===== src/rtl/mi_pkg.sv =====
package mi_pkg;
    typedef enum logic [2:0] {
        LS_I   = 3'd0,
        LS_M   = 3'd1,
        LS_IS  = 3'd2,
        LS_IM  = 3'd3,
        LS_MI  = 3'd4,
        LS_MII = 3'd5,
        LS_II  = 3'd6
    } line_state_e;

    localparam logic [1:0] FK_GETX  = 2'd0;
    localparam logic [1:0] FK_ACK   = 2'd1;
    localparam logic [1:0] FK_NACK  = 2'd2;
    localparam logic [1:0] FK_INV   = 2'd3;

    localparam logic NK_GETX = 1'b0;
    localparam logic NK_PUTX = 1'b1;

    function automatic logic is_waiting(line_state_e s);
        return (s != LS_I) && (s != LS_M);
    endfunction
endpackage


===== src/rtl/mi_req_decode.sv =====
module mi_req_decode (
    input  logic [1:0] kind,
    output logic       writes
);
    // loads and fetches read; stores and atomics both write
    always_comb writes = kind[1];
endmodule


===== src/rtl/mi_delay_pipe.sv =====
module mi_delay_pipe #(
    parameter int LAT = 2,
    parameter int W   = 8
) (
    input  logic         clk,
    input  logic         rst_n,
    input  logic         in_v,
    input  logic [W-1:0] in_d,
    output logic         out_v,
    output logic [W-1:0] out_d
);
    logic [LAT-1:0]        v_q;
    logic [LAT-1:0][W-1:0] d_q;

    for (genvar g = 0; g < LAT; g++) begin : g_stage
        if (g == 0) begin : g_head
            always_ff @(posedge clk or negedge rst_n) begin
                if (!rst_n) begin
                    v_q[g] <= 1'b0;
                    d_q[g] <= '0;
                end else begin
                    v_q[g] <= in_v;
                    d_q[g] <= in_d;
                end
            end
        end else begin : g_tail
            always_ff @(posedge clk or negedge rst_n) begin
                if (!rst_n) begin
                    v_q[g] <= 1'b0;
                    d_q[g] <= '0;
                end else begin
                    v_q[g] <= v_q[g-1];
                    d_q[g] <= d_q[g-1];
                end
            end
        end
    end

    assign out_v = v_q[LAT-1];
    assign out_d = d_q[LAT-1];
endmodule


===== src/rtl/mi_l1_ctl.sv =====
module mi_l1_ctl
    import mi_pkg::*;
#(
    parameter int ADDR_W       = 8,
    parameter int SETS         = 4,
    parameter int DATA_W       = 16,
    parameter int ID_W         = 2,
    parameter int ISSUE_LAT    = 2,
    parameter int RSP_LAT      = 12,
    parameter int EVICT_NOTIFY = 1
) (
    input  logic              clk,
    input  logic              rst_n,
    input  logic              req_valid,
    input  logic [1:0]        req_kind,
    input  logic [ADDR_W-1:0] req_addr,
    input  logic [DATA_W-1:0] req_wdata,
    output logic              req_ready,
    output logic              done_valid,
    output logic              done_hit,
    output logic [DATA_W-1:0] done_data,
    output logic              evict_valid,
    output logic [ADDR_W-1:0] evict_addr,
    input  logic              fwd_valid,
    input  logic [1:0]        fwd_kind,
    input  logic [ADDR_W-1:0] fwd_addr,
    input  logic [ID_W-1:0]   fwd_src,
    output logic              fwd_ready,
    input  logic              rsp_valid,
    input  logic [ADDR_W-1:0] rsp_addr,
    input  logic [DATA_W-1:0] rsp_data,
    output logic              rsp_ready,
    output logic              net_req_valid,
    output logic              net_req_kind,
    output logic [ADDR_W-1:0] net_req_addr,
    output logic [DATA_W-1:0] net_req_data,
    output logic              net_rsp_valid,
    output logic [ADDR_W-1:0] net_rsp_addr,
    output logic [DATA_W-1:0] net_rsp_data,
    output logic [ID_W-1:0]   net_rsp_dest
);
    localparam int IDX_W  = (SETS > 1) ? $clog2(SETS) : 1;
    localparam int TAG_W  = ADDR_W - IDX_W;
    localparam int NREQ_W = 1 + ADDR_W + DATA_W;
    localparam int NRSP_W = ID_W + ADDR_W + DATA_W;

    typedef struct packed {
        line_state_e [SETS-1:0]             st;
        logic        [SETS-1:0][TAG_W-1:0]  tag;
        logic        [SETS-1:0][DATA_W-1:0] dat;
        logic        [SETS-1:0][DATA_W-1:0] tbe;
        logic                               done_v;
        logic                               done_h;
        logic        [DATA_W-1:0]           done_d;
        logic                               ev_v;
        logic        [ADDR_W-1:0]           ev_a;
    } ctl_s;

    ctl_s q, d;

    logic              nreq_v, nrsp_v;
    logic [NREQ_W-1:0] nreq_in, nreq_out;
    logic [NRSP_W-1:0] nrsp_in, nrsp_out;
    logic              r_writes;

    mi_req_decode u_dec (.kind(req_kind), .writes(r_writes));

    wire [IDX_W-1:0] r_idx = req_addr[IDX_W-1:0];
    wire [TAG_W-1:0] r_tag = req_addr[ADDR_W-1:IDX_W];
    wire [IDX_W-1:0] f_idx = fwd_addr[IDX_W-1:0];
    wire [TAG_W-1:0] f_tag = fwd_addr[ADDR_W-1:IDX_W];
    wire [IDX_W-1:0] s_idx = rsp_addr[IDX_W-1:0];
    wire [TAG_W-1:0] s_tag = rsp_addr[ADDR_W-1:IDX_W];

    wire r_busy   = is_waiting(q.st[r_idx]);
    wire r_victim = (q.st[r_idx] == LS_M) && (q.tag[r_idx] != r_tag);
    wire f_match  = q.tag[f_idx] == f_tag;
    wire s_match  = q.tag[s_idx] == s_tag;

    always_comb begin
        d         = q;
        d.done_v  = 1'b0;
        d.done_h  = 1'b0;
        d.ev_v    = 1'b0;
        nreq_v    = 1'b0;
        nreq_in   = '0;
        nrsp_v    = 1'b0;
        nrsp_in   = '0;
        fwd_ready = 1'b1;
        rsp_ready = !fwd_valid;
        req_ready = !fwd_valid && !rsp_valid && !r_busy && !r_victim;

        if (fwd_valid) begin
            if (f_match) begin
                unique case (fwd_kind)
                    FK_GETX: begin
                        if (q.st[f_idx] == LS_M) begin
                            nrsp_v         = 1'b1;
                            nrsp_in        = {fwd_src, fwd_addr, q.dat[f_idx]};
                            d.ev_v         = (EVICT_NOTIFY != 0);
                            d.ev_a         = fwd_addr;
                            d.st[f_idx]    = LS_I;
                        end else if (q.st[f_idx] == LS_MI || q.st[f_idx] == LS_MII) begin
                            nrsp_v         = 1'b1;
                            nrsp_in        = {fwd_src, fwd_addr, q.tbe[f_idx]};
                            d.st[f_idx]    = (q.st[f_idx] == LS_MI) ? LS_II : LS_I;
                        end
                    end
                    FK_ACK: begin
                        if (q.st[f_idx] == LS_MI) d.st[f_idx] = LS_I;
                    end
                    FK_NACK: begin
                        if (q.st[f_idx] == LS_MI)      d.st[f_idx] = LS_MII;
                        else if (q.st[f_idx] == LS_II) d.st[f_idx] = LS_I;
                    end
                    default: begin
                        if (q.st[f_idx] == LS_M) begin
                            d.ev_v      = (EVICT_NOTIFY != 0);
                            d.ev_a      = fwd_addr;
                            d.st[f_idx] = LS_I;
                        end
                    end
                endcase
            end
        end else if (rsp_valid) begin
            if (s_match && q.st[s_idx] == LS_IS) begin
                d.dat[s_idx] = rsp_data;
                d.done_v     = 1'b1;
                d.done_d     = rsp_data;
                d.st[s_idx]  = LS_M;
            end else if (s_match && q.st[s_idx] == LS_IM) begin
                d.dat[s_idx] = q.tbe[s_idx];
                d.done_v     = 1'b1;
                d.done_d     = q.tbe[s_idx];
                d.st[s_idx]  = LS_M;
            end
        end else if (req_valid && !r_busy) begin
            if (r_victim) begin
                d.tbe[r_idx] = q.dat[r_idx];
                nreq_v       = 1'b1;
                nreq_in      = {NK_PUTX, q.tag[r_idx], r_idx, q.dat[r_idx]};
                d.ev_v       = (EVICT_NOTIFY != 0);
                d.ev_a       = {q.tag[r_idx], r_idx};
                d.st[r_idx]  = LS_MI;
            end else if (q.st[r_idx] == LS_M) begin
                d.done_v = 1'b1;
                d.done_h = 1'b1;
                if (r_writes) begin
                    d.dat[r_idx] = req_wdata;
                    d.done_d     = req_wdata;
                end else begin
                    d.done_d     = q.dat[r_idx];
                end
            end else begin
                d.tag[r_idx] = r_tag;
                nreq_v       = 1'b1;
                nreq_in      = {NK_GETX, req_addr, {DATA_W{1'b0}}};
                if (r_writes) begin
                    d.tbe[r_idx] = req_wdata;
                    d.st[r_idx]  = LS_IM;
                end else begin
                    d.st[r_idx]  = LS_IS;
                end
            end
        end
    end

    always_ff @(posedge clk or negedge rst_n) begin
        if (!rst_n) begin
            q    <= '0;
            q.st <= {SETS{LS_I}};
        end else begin
            q <= d;
        end
    end

    mi_delay_pipe #(.LAT(ISSUE_LAT), .W(NREQ_W)) u_req_pipe (
        .clk(clk), .rst_n(rst_n), .in_v(nreq_v), .in_d(nreq_in),
        .out_v(net_req_valid), .out_d(nreq_out));

    mi_delay_pipe #(.LAT(RSP_LAT), .W(NRSP_W)) u_rsp_pipe (
        .clk(clk), .rst_n(rst_n), .in_v(nrsp_v), .in_d(nrsp_in),
        .out_v(net_rsp_valid), .out_d(nrsp_out));

    assign {net_req_kind, net_req_addr, net_req_data} = nreq_out;
    assign {net_rsp_dest, net_rsp_addr, net_rsp_data} = nrsp_out;
    assign done_valid  = q.done_v;
    assign done_hit    = q.done_h;
    assign done_data   = q.done_d;
    assign evict_valid = q.ev_v;
    assign evict_addr  = q.ev_a;
endmodule


===== config.mk =====
export PLATFORM = sky130hd
export DESIGN_NAME = mi_l1_ctl
export DESIGN_NICKNAME = d
export VERILOG_FILES = /design/src/rtl/mi_pkg.sv /design/src/rtl/mi_req_decode.sv /design/src/rtl/mi_delay_pipe.sv /design/src/rtl/mi_l1_ctl.sv
export SDC_FILE = /design/constraint.sdc
export NUM_CORES = 1
export LEC_CHECK = 0
export BUFFER_PORTS_ARGS = -buffer_cell sky130_fd_sc_hd__buf_2
export CORE_MARGIN = 1
export CORE_UTILIZATION = 47
export DETAILED_ROUTE_END_ITERATION = 6
export PLACE_DENSITY = 0.64
export SKIP_CTS_REPAIR_TIMING = 1
export SYNTH_ARGS = -nofsm -noshare
export SYNTH_HDL_FRONTEND = slang
export SYNTH_SLANG_ARGS = --single-unit

===== constraint.sdc =====
create_clock -name clk -period 2.86 [get_ports clk]
set_input_delay 0.429 -clock clk [delete_from_list [all_inputs] [get_ports clk]]
set_output_delay 0.429 -clock clk [all_outputs]
set_load 0.01 [all_outputs]

After elaboration in Yosys (flattened, before gate mapping) --
Index checks and enable logic that the tools add are counted. W data, S select, Z words.
Operators by class: $lt $le $gt $ge 6, eq/ne operators 26, muxes and demuxes 102, bitwise operators 21, reductions and logical operators 32
Operators with widths (number):
- $mux W64 | 8
- $bwmux W64 | 5
- $mux W191 | 1
- $mux W16 | 10
- $mux W12 | 13
- $mux W26 | 5
- $bmux W16 S2 | 4
- $mux W25 | 4
- $mux W88 | 1
- $demux W16 S2 | 2
- $mux W18 | 3
- $mux W9 | 6
- $bmux W6 S2 | 3
- $mux W36 | 1
- $pmux W12 S3 | 1
- $and A8 B8 Y8 | 3
- $bwmux W24 | 1
- $mux W24 | 1
- $mux W6 | 4
- $not A8 Y8 | 3
- $mux W3 | 7
- $bmux W3 S2 | 3
- $demux W3 S2 | 3
- $or A8 B8 Y8 | 2
- 35 further kinds | 93
Word-level totals: bits in registers 567, input port bits 67, output and inout port bits 83, word-level logic and storage cells 236

Longest topological paths before layout --
Gate-level depths: netlist of the first run.
depth after elaboration 12, depth in mapped cells 12, mapped depth without buffers 9

Modules after synthesis --
A second synthesis of the first run with hierarchy kept.
Second synthesis, totals: cells, all modules 1630, area, all modules 22459.0 µm²
By module, submodules not included:
- mi_l1_ctl | times used 1, cells each 1202, area each 12659.6 µm², seq. area each 4779.6 µm²
- mi_delay_pipe (u_rsp_pipe) | times used 1, cells each 350, area each 8303.0 µm², seq. area each 8107.8 µm²
- mi_delay_pipe (u_req_pipe) | times used 1, cells each 77, area each 1488.9 µm², seq. area each 1301.2 µm²
- mi_req_decode | times used 1, cells each 1, area each 7.5 µm², seq. area each 0.0 µm²

Least setup slack after synthesis of the first run --
Ideal clock, no wire load.
kind input-to-reg, start input req_addr[0], end register q[146] (netlist bit), setup time 125 ps, arrival 2928 ps, data required time 2735 ps, slack -193 ps, stages on the path 11, buffers on the path 3, cells stage by stage buf_2 -> buf_4 -> mux4_2 -> xor2_1 -> nor2_1 -> and2_1 -> o21ai_2 -> o22ai_1 -> nor2_2 -> buf_6 -> mux2_2
On the way: cells in the longest elaborated chain, start to end 10, elaborated cells on any way between the ends 27, those cells by class order compare: 2; eq/ne: 4; mux: 12; reduce/logical: 9
Ends and longest elaborated chain:
- from (decl) | RTL line mi_l1_ctl.sv:16 | input logic [ADDR_W-1:0] req_addr,
- $lt A2 B3 Y1 (not written as such) / $ge A2 B1 Y1 (equally long branches) | RTL line mi_l1_ctl.sv:149 | d.dat[r_idx] = req_wdata;
- $logic_and A1 B1 Y1 (not written as such) | RTL line mi_l1_ctl.sv:149
- $mux W16 (not written as such) | RTL line mi_l1_ctl.sv:149
- $demux W16 S2 | RTL line mi_l1_ctl.sv:149
- $bwmux W64 | RTL line mi_l1_ctl.sv:149
- $mux W64 | RTL line mi_l1_ctl.sv:148 | if (r_writes) begin
- $mux W64 | RTL line mi_l1_ctl.sv:145 | end else if (q.st[r_idx] == LS_M) begin
- $mux W88 | RTL line mi_l1_ctl.sv:138 | if (r_victim) begin
- $mux W191 | RTL line mi_l1_ctl.sv:137 | end else if (req_valid && !r_busy) begin
- $mux W64 | RTL line mi_l1_ctl.sv:125 | end else if (rsp_valid) begin
- to (decl) | RTL line mi_l1_ctl.sv:59 | ctl_s q, d;
Several ways; a longest one is shown, not always the timed one. The select of a mux whose other input is x is not followed. A chain may end at the register's enable or synchronous reset.

Final worst setup path of the first run --
start register q[159] (netlist bit), end output req_ready
On the way: cells in the longest elaborated chain, start to end 6
Ends and longest elaborated chain:
- $bmux W6 S2 | RTL line mi_l1_ctl.sv:76 | wire r_victim = (q.st[r_idx] == LS_M) && (q.tag[r_idx] != r_tag);
- $mux W6 (not written as such) | RTL line mi_l1_ctl.sv:76
- $ne A6 B6 Y1 | RTL line mi_l1_ctl.sv:76
- $logic_and A1 B1 Y1 | RTL line mi_l1_ctl.sv:76
- $logic_not A1 Y1 | RTL line mi_l1_ctl.sv:91 | req_ready = !fwd_valid && !rsp_valid && !r_busy && !r_victim;
- $logic_and A1 B1 Y1 | RTL line mi_l1_ctl.sv:91
- to (decl) | RTL line mi_l1_ctl.sv:18 | output logic req_ready,
No other way between the ends. The select of a mux whose other input is x is not followed.

==> results of run 1 <==
-- cell families after synthesis --
kind of cell    count (synthesis)
xor+xnor                       23
compound gates                352
mux                           182
flops                         567
other cells                     1
simple gates                  298
fa+ha+maj                       3
buf+inv                       172
-- area by class of cell --
cell class                      count  share of cell area (%)
Clock buffer                       84                    6.32
Antenna cell                        1                 0.00955
Tap cell                          600                    2.86
Multi-Input combinational cell    859                    26.3
Inverter                           10                   0.143
Timing Repair Buffer              328                    9.47
Clock inverter                     17                   0.740
Sequential cell                   567                    54.1
-- critical path, delay by kind of cell (launching register included) --
family                 cells  cell delay [ns]
AND/OR/NAND/NOR            2             0.44
multiplexers               1             0.49
AO/OA/AOI/OAI              1             0.06
buffers and inverters      4             0.56
flip-flops                 1             0.40
XOR/XNOR                   1             0.18
-- report_power, final --
part	internal [uW]	total (uW)	switching, uW
combinational	2120	4390	2270
clock	4110	7210	3090
sequential	8790	9330	540
-- worst min path at each step --
stage                                 endpoint  cells after the start          startpoint  slack (ns)
after floorplan                   done_data[0]                      0               rst_n        0.13
after detailed placement  u_req_pipe.out_d[13]                      0  u_req_pipe.d_q[13]        0.33
after global placement      u_rsp_pipe.d_q[67]                      0  u_rsp_pipe.d_q[41]        0.33
final                       u_rsp_pipe.d_q[25]                      2          fwd_src[1]        0.01
after global routing        u_rsp_pipe.d_q[25]                      2          fwd_src[1]        0.01
after CTS                               q[171]                      1               rst_n       -0.32
-- routing by layer --
layer	share of wire, %	up-vias	wire length [um]	GRT usage (%)
li1	-	6055	-	-
met2	46	513	24400	34.9
met1	43	7046	23000	31.8
met3	7.8	129	4130	6.11
met4	3.0	0	1570	7.79
met5	0	-	0	0
-- registers in the layout, indices dropped and copies added, names as in the netlist --
signal,flops
u_rsp_pipe.out_v,1
done_hit,1
u_rsp_pipe.d_q,286
u_req_pipe.out_v,1
u_rsp_pipe.v_q,11
u_req_pipe.out_d,25
u_req_pipe.v_q,1
u_rsp_pipe.out_d,26
done_valid,1
done_data,16
evict_addr,8
evict_valid,1
q,164
u_req_pipe.d_q,25
-- metrics by stage --
step,setup TNS (ns),hold slack (ns),worst slack [ns]
detailed placement,-57.19,0.335,-0.519
global route,-23.04,0.0107,-0.422
CTS,-12.65,-0.320,-0.587
finish,-10.19,0.0145,-0.322
floorplan,0,0.133,0.00278
global placement,-49.91,0.331,-0.477
-- cells in the final DEF (no fill, tap or decap), types with 21 or more instances in the layout --
cell / synthesis / final
clkbuf_16: 0 / 58
buf_12: 0 / 26
o21ai_1: 30 / 29
nand2_1: 56 / 55
buf_2: 10 / 145
mux2i_1: 28 / 28
and2_1: 37 / 36
o21ai_0: 25 / 25
nor2b_1: 21 / 21
a22o_1: 24 / 24
nor2_1: 136 / 134
dfrtp_1: 567 / 567
o21a_1: 23 / 23
buf_4: 77 / 150
a21oi_1: 122 / 121
mux2_2: 77 / 77
a22oi_1: 54 / 54
mux4_2: 67 / 67
-- cells in the mapped netlist (3+ instances only) --
cell | count | area [um2]
a2bb2oi_1 | 8 | 70.1
a31oi_1 | 4 | 25.0
xnor2_1 | 16 | 140
ha_1 | 3 | 37.5
a211oi_1 | 3 | 22.5
nor4_1 | 3 | 18.8
a21oi_1 | 122 | 611
nand2_1 | 56 | 210
mux2_1 | 10 | 113
buf_1 | 12 | 45.0
dfrtp_1 | 567 | 14200
nor2_1 | 136 | 510
a222oi_1 | 3 | 30.0
mux4_2 | 67 | 1510
a22o_1 | 24 | 210
inv_1 | 10 | 37.5
o22a_1 | 8 | 70.1
a221o_1 | 6 | 60.1
xor2_1 | 7 | 61.3
nor2b_1 | 21 | 131
a22oi_1 | 54 | 405
o21a_1 | 23 | 173
buf_4 | 77 | 578
o21ai_0 | 25 | 125
o2bb2ai_1 | 9 | 78.8
clkbuf_1 | 60 | 225
and2_1 | 37 | 231
nor3_1 | 9 | 45.0
mux2_2 | 77 | 867
buf_2 | 10 | 50.1
nand2b_1 | 3 | 18.8
buf_6 | 3 | 33.8
and3_1 | 6 | 37.5
nor2_2 | 5 | 31.3
nand3_1 | 5 | 25.0
mux2i_1 | 28 | 280
o221ai_1 | 5 | 43.8
o21ai_1 | 30 | 150
a21o_1 | 8 | 60.1
nor3b_1 | 3 | 22.5
==> out/metrics.csv, run 1 <==
stage,metric,value,unit
worst_setup_path,setup.worst_path.start_class,register,
power_and_ir_drop,power.density,799,mW/mm2
sta,fin_crit_sh,111,%
sta,fmax,0.314,GHz
drt,drcViolationCount,0,
sta,final_max_slew_viol_count,0,
drt,drtPass1Iterations,5,
sta,min_period,3.18,ns
logic_synthesis,ys_seq_area_share,64.7,%
grt,grtUsageTotal,22.9,%
floorplanning,core_area,0.0457,mm2
cts,clk_pin_slew,0.06,ns
cts,cts_buffer_depth,3,
worst_setup_path,crit_required,2.43,ns
logic_synthesis,syn_nets,1668,
worst_setup_path,end_kind,output pin,
placed_design,place_area,0.0241,mm2
cells_and_area,drive_above_1_share,31.7,%
sta,rsz0062_at_grt,true,
floorplanning,num_io_pins,150,
worst_setup_path,cp_slowest_stage_delay,0.49,ns
cells_and_area,fin_cells,2466,
cts,cts_root_buf,clkbuf_16,
logic_synthesis,synth_edf_count,0,
worst_setup_path,worstReg2RegStart,q[159],
placed_design,dpl.cell_count,2355,
cells_and_area,postLayoutCellArea,0.0262,mm2
grt,grt_first_pass_wirelength,82.1,mm
drt,avgRoutedWirePerCell,21.5,um
logic_synthesis,syn_inst,1598,
worst_setup_path,startpoint,q[159],
grt,gr-total-overflow,0,
power_and_ir_drop,peakVddDrop,0.596,mV
logic_synthesis,synthArstFlopShare,100,%
drt,viasPerCell,5.57,
placed_design,place.gp.congestion,0.857,
cts,cts_tree,built,
logic_synthesis,synth_top_family_by_area,multiplexers,
power_and_ir_drop,power,20900,uW
worst_setup_path,arrival,2.75,ns
logic_synthesis,synthesis.area,0.0219,mm2
cells_and_area,fillers,3710,
cells_and_area,multiInputGateArea,0.00689,mm2
grt,grt_pass1_vias,14100,
cells_and_area,fin_util,57.4,%
cells_and_area,layout.nets,1892,
cts,numCtsBuffers,56,
outcome,failed_checks,negative setup slack,
logic_synthesis,synth-compound-area-share,10.6,%
cells_and_area,seqCellArea,0.0142,mm2
grt,antenna_found_initial,0,
sta,fin_ws,-0.322,ns
logic_synthesis,ys.flop_type,dfrtp_1,
outcome,outcome,"complete, but fails checks",
sta,slew_headroom,53.8,%
logic_synthesis,ys_types,69,
drt,vias,13700,
worst_setup_path,critical_path.slowest_cell,mux4_2,
cts,cts_sinks,567,
floorplanning,rows,78,
grt,grt_start_max_net_pins,112,
logic_synthesis,syn_avg_cell_area,13.7,um2
cts,insertion_delay,0.63,ns
logic_synthesis,synthMuxAreaShare,12.6,%
drt,postRouteAntennaNets,0,
worst_setup_path,rrSetupSlack,-0.22,ns
logic_synthesis,synthXorXnorAreaFrac,0.919,%
logic_synthesis,yosys.area_share.simple,6.47,%
worst_setup_path,worstReg2RegEnd,q[32],
logic_synthesis,synthAdderAreaFrac,0.171,%
job,drv_cap,0,
placed_design,io_buffer_count,147,
floorplanning,dieArea,0.0475,mm2
drt,drtIter0Drc,1205,
drt,routed_wl,53.1,mm
sta,report.final.hold_viol_count,0,
sta,setup_viol,91,
cts,htree_levels,2,
worst_setup_path,endpoint,req_ready,
logic_synthesis,yosys_warnings,0,
power_and_ir_drop,power.leakage,0.0128,uW
sta,finalClockSkew,0.0359,ns
min_path,hp-class,input port to register,
logic_synthesis,ys_seq_elements,567,
placed_design,place_hpwl,35.7,mm
worst_setup_path,rr_worst_depth,11,
cells_and_area,area_growth,19.6,%
worst_setup_path,crit_top_cell,buf_6,
floorplanning,dieHeight,218,um
worst_setup_path,worstPathMaxFanout,4,
floorplanning,die_x,218,um
sta,tightestPinTransition,0.686,ns
floorplanning,start_util,48.0,%
worst_setup_path,worstPathCellList,mux4_2 > xor2_1 > nor4_4 > buf_4 > buf_12 > a21oi_4 > buf_6 > nor2_4 > buf_6,
worst_setup_path,path_class,register to output pin,
No activity file was read; power rests on OpenSTA's default activity.
==> run 2, diff against run 1 <==
--- a/config.mk
+++ b/config.mk
@@ -6,7 +6,8 @@
 export NUM_CORES = 1
 export LEC_CHECK = 0
 export BUFFER_PORTS_ARGS = -buffer_cell sky130_fd_sc_hd__buf_2
-export CORE_MARGIN = 1
+export CAP_MARGIN = 20
+export CORE_MARGIN = 8
 export CORE_UTILIZATION = 47
 export DETAILED_ROUTE_END_ITERATION = 6
 export PLACE_DENSITY = 0.64
==> constraint.sdc (replaced) <==
create_clock -name clk -period 2.8 [get_ports clk]
set_input_delay 0.42 -clock clk [delete_from_list [all_inputs] [get_ports clk]]
set_output_delay 0.42 -clock clk [all_outputs]
set_load 0.01 [all_outputs]
==> run 2 against run 1 <==
The run still ends with negative setup slack left; largest power group unchanged; highest routed layer is now met5; global-route usage shrank 2.4 points; wire length grew 4.7%; worst hold slack gained 0.024 ns; clock skew shrank 0.015 ns; cell count grew 1.5%.
==> out/metrics.csv, run 2 (synthesized netlist as in run 1, its figures left out) <==
stage,metric,value,unit,change
sta,fin_crit_sh,110,%,
power_and_ir_drop,peakVddDrop,0.825,mV,+38%
cells_and_area,antenna_cells,0,,-1
grt,gr-total-overflow,0,,unchanged
worst_setup_path,arrival,2.66,ns,-0.09 ns
drt,drcViolationCount,0,,unchanged
worst_setup_path,worstPathMaxFanout,4,,unchanged
sta,slew_headroom,55.8,%,+2.0 points
grt,grt_start_max_net_pins,83,,-26%
floorplanning,start_util,47.4,%,-0.61 points
power_and_ir_drop,p_clk_share,34.9,%,+0.5 points
drt,drtIter0Drc,1314,,+9.0%
worst_setup_path,crit_required,2.38,ns,-0.05 ns
floorplanning,rows,79,,+1.3%
drt,vias,13900,,+0.98%
cells_and_area,largest_reg_flops,286,,unchanged
drt,avgRoutedWirePerCell,22.2,um,+3.2%
grt,grt_pass1_vias,14600,,+3.8%
placed_design,place.gp.congestion,0.907,,+5.8%
placed_design,place_hpwl,37.2,mm,+4.1%
cells_and_area,area_growth,21.1,%,
sta,fmax,0.325,GHz,
drt,postRouteAntennaNets,0,,unchanged
cts,cts_sinks,567,,unchanged
outcome,failed_checks,negative setup slack,,
floorplanning,dieArea,0.0538,mm2,+13%
worst_setup_path,cp_slowest_stage_delay,0.53,ns,+0.04 ns
grt,grt_first_pass_wirelength,85.6,mm,+4.3%
cts,numCtsBuffers,57,,+1.8%
sta,finalClockSkew,0.0208,ns,-0.0150 ns
worst_setup_path,worstPathCellList,mux4_2 > xor2_2 > nor4_4 > buf_4 > a21oi_4 > buf_4 > nor2_4 > buf_6,,
sta,final_max_slew_viol_count,0,,unchanged
power_and_ir_drop,power.leakage,0.0129,uW,+1.2%
cells_and_area,layout.nets,1921,,+1.5%
worst_setup_path,critical_path.slowest_cell,mux4_2,,
cells_and_area,final_common_cell,dfrtp_1,,
cells_and_area,drive_above_1_share,33.4,%,+1.7 points
sta,min_period,3.08,ns,
power_and_ir_drop,p_comb_share,20.8,%,-0.2 points
power_and_ir_drop,switchingPower,6070,uW,+2.9%
drt,viasPerCell,5.55,,-0.47%
cells_and_area,layout_common_cells,"dfrtp_1, buf_4, buf_2",,
power_and_ir_drop,power.density,815,mW/mm2,+2.1%
cts,clk_pin_slew,0.06,ns,about the same
cells_and_area,largest-register,u_rsp_pipe.d_q,,
power_and_ir_drop,p_int,15600,uW,+3.5%
cts,cts_buffer_depth,3,,unchanged
grt,antenna_found_initial,4,,+4
cts,cts_tree,built,,
sta,setup_viol,102,,+12%
sta,rsz0062_at_grt,true,,
worst_setup_path,path_class,register to output pin,,
cells_and_area,fillers,3739,,+0.78%
job,drv_cap,0,,unchanged
grt,grtUsageTotal,20.5,%,-2.4 points
worst_setup_path,cpLargestDelayFamily,multiplexers,,
outcome,outcome,"complete, but fails checks",,
sta,tightestPinTransition,0.656,ns,-0.0299 ns
worst_setup_path,end_kind,output pin,,
worst_setup_path,rrSetupSlack,-0.20,ns,+0.02 ns
sta,fin_ws,-0.277,ns,+0.0452 ns
cts,htree_levels,2,,unchanged
worst_setup_path,critical_path_buf_inv_count,3,,-1
sta,report.final.hold_viol_count,0,,unchanged
worst_setup_path,crit_top_cell,buf_4,,
min_path,hp-class,input port to register,,
drt,routed_wl,55.6,mm,+4.7%
drt,drtPass1Iterations,6,,+1
floorplanning,die_x,232,um,+6.4%
cts,insertion_delay,0.61,ns,-0.02 ns
worst_setup_path,setup.worst_path.start_class,register,,
cts,cts_root_buf,clkbuf_16,,
floorplanning,num_io_pins,150,,unchanged
power_and_ir_drop,seq_power_share,44.3,%,-0.3 points
placed_design,io_buffer_count,147,,unchanged
floorplanning,dieHeight,232,um,+6.4%
cells_and_area,fin_util,57.4,%,about the same
floorplanning,core_area,0.0463,mm2,+1.3%
power_and_ir_drop,swShare,28.1,%,-0.13 points
sta,setup-tns-final,-8.30,ns,+1.90 ns
[run 2: cell type report]
class / count / area [um2] / area share (%)
Clock buffer: 76 / 1600 / 6.02
Clock inverter: 27 / 297 / 1.12
Inverter: 10 / 37.5 / 0.141
Multi-Input combinational cell: 859 / 6990 / 26.3
Sequential cell: 567 / 14200 / 53.5
Tap cell: 607 / 759 / 2.86
Timing Repair Buffer: 356 / 2670 / 10.0
[run 2: power by group through the flow]
stage / logic [uW] / registers (uW) / clock network [uW]
global route: 4910 / 9670 / 8050
finish: 4510 / 9580 / 7540
global placement: 4280 / 9630 / 0
detailed placement: 4360 / 9690 / 0
floorplan: 2810 / 9520 / 0
CTS: 4380 / 9550 / 7750
[run 2: final timing paths]
kind	end	cells past startpoint	from
worst max-delay path	req_ready	8	q[173]
worst min register to register	u_rsp_pipe.d_q[178]	0	u_rsp_pipe.d_q[152]
worst max register to register	q[55]	10	q[173]
worst min-delay path	u_rsp_pipe.d_q[24]	2	fwd_src[0]
max in group asynchronous	u_rsp_pipe.d_q[179]	4	rst_n
min in group asynchronous	q[167]	2	rst_n
[run 2: worst register-to-register path, stage by stage (launching register included)]
cell     delay, ns
dfrtp_1       0.38
mux4_2        0.53
xor2_2        0.18
nor4_4        0.31
buf_4         0.19
a21oi_4       0.07
o21ai_0       0.55
nor2_1        0.18
buf_4         0.27
nor2_1        0.14
a21oi_1       0.06
[run 2: routing by layer]
metal,part of all wire [%],track usage [%]
met1,42,27.7
met5,0.070,0
met3,7.8,4.69
met2,47,32.7
met4,2.9,6.87
[run 2: metrics by stage]
| step | setup WS (ns) | cell area (um2) | std cells | hold slack, ns | power (uW) |
|---|---|---|---|---|---|
| 6_report | -0.277 | 26500 | 2502 | 0.0385 | 21600 |
| 3_5_place_dp | -0.501 | 24300 | 2386 | 0.335 | 14100 |
| 3_3_place_gp | -0.461 | 24300 | 2386 | 0.331 | 13900 |
| 2_1_floorplan | -0.000604 | 22000 | 1598 | 0.124 | 12300 |
| 4_1_cts | -0.464 | 26200 | 2489 | -0.272 | 21700 |
| 5_1_grt | -0.350 | 26500 | 2502 | 0.00546 | 22600 |
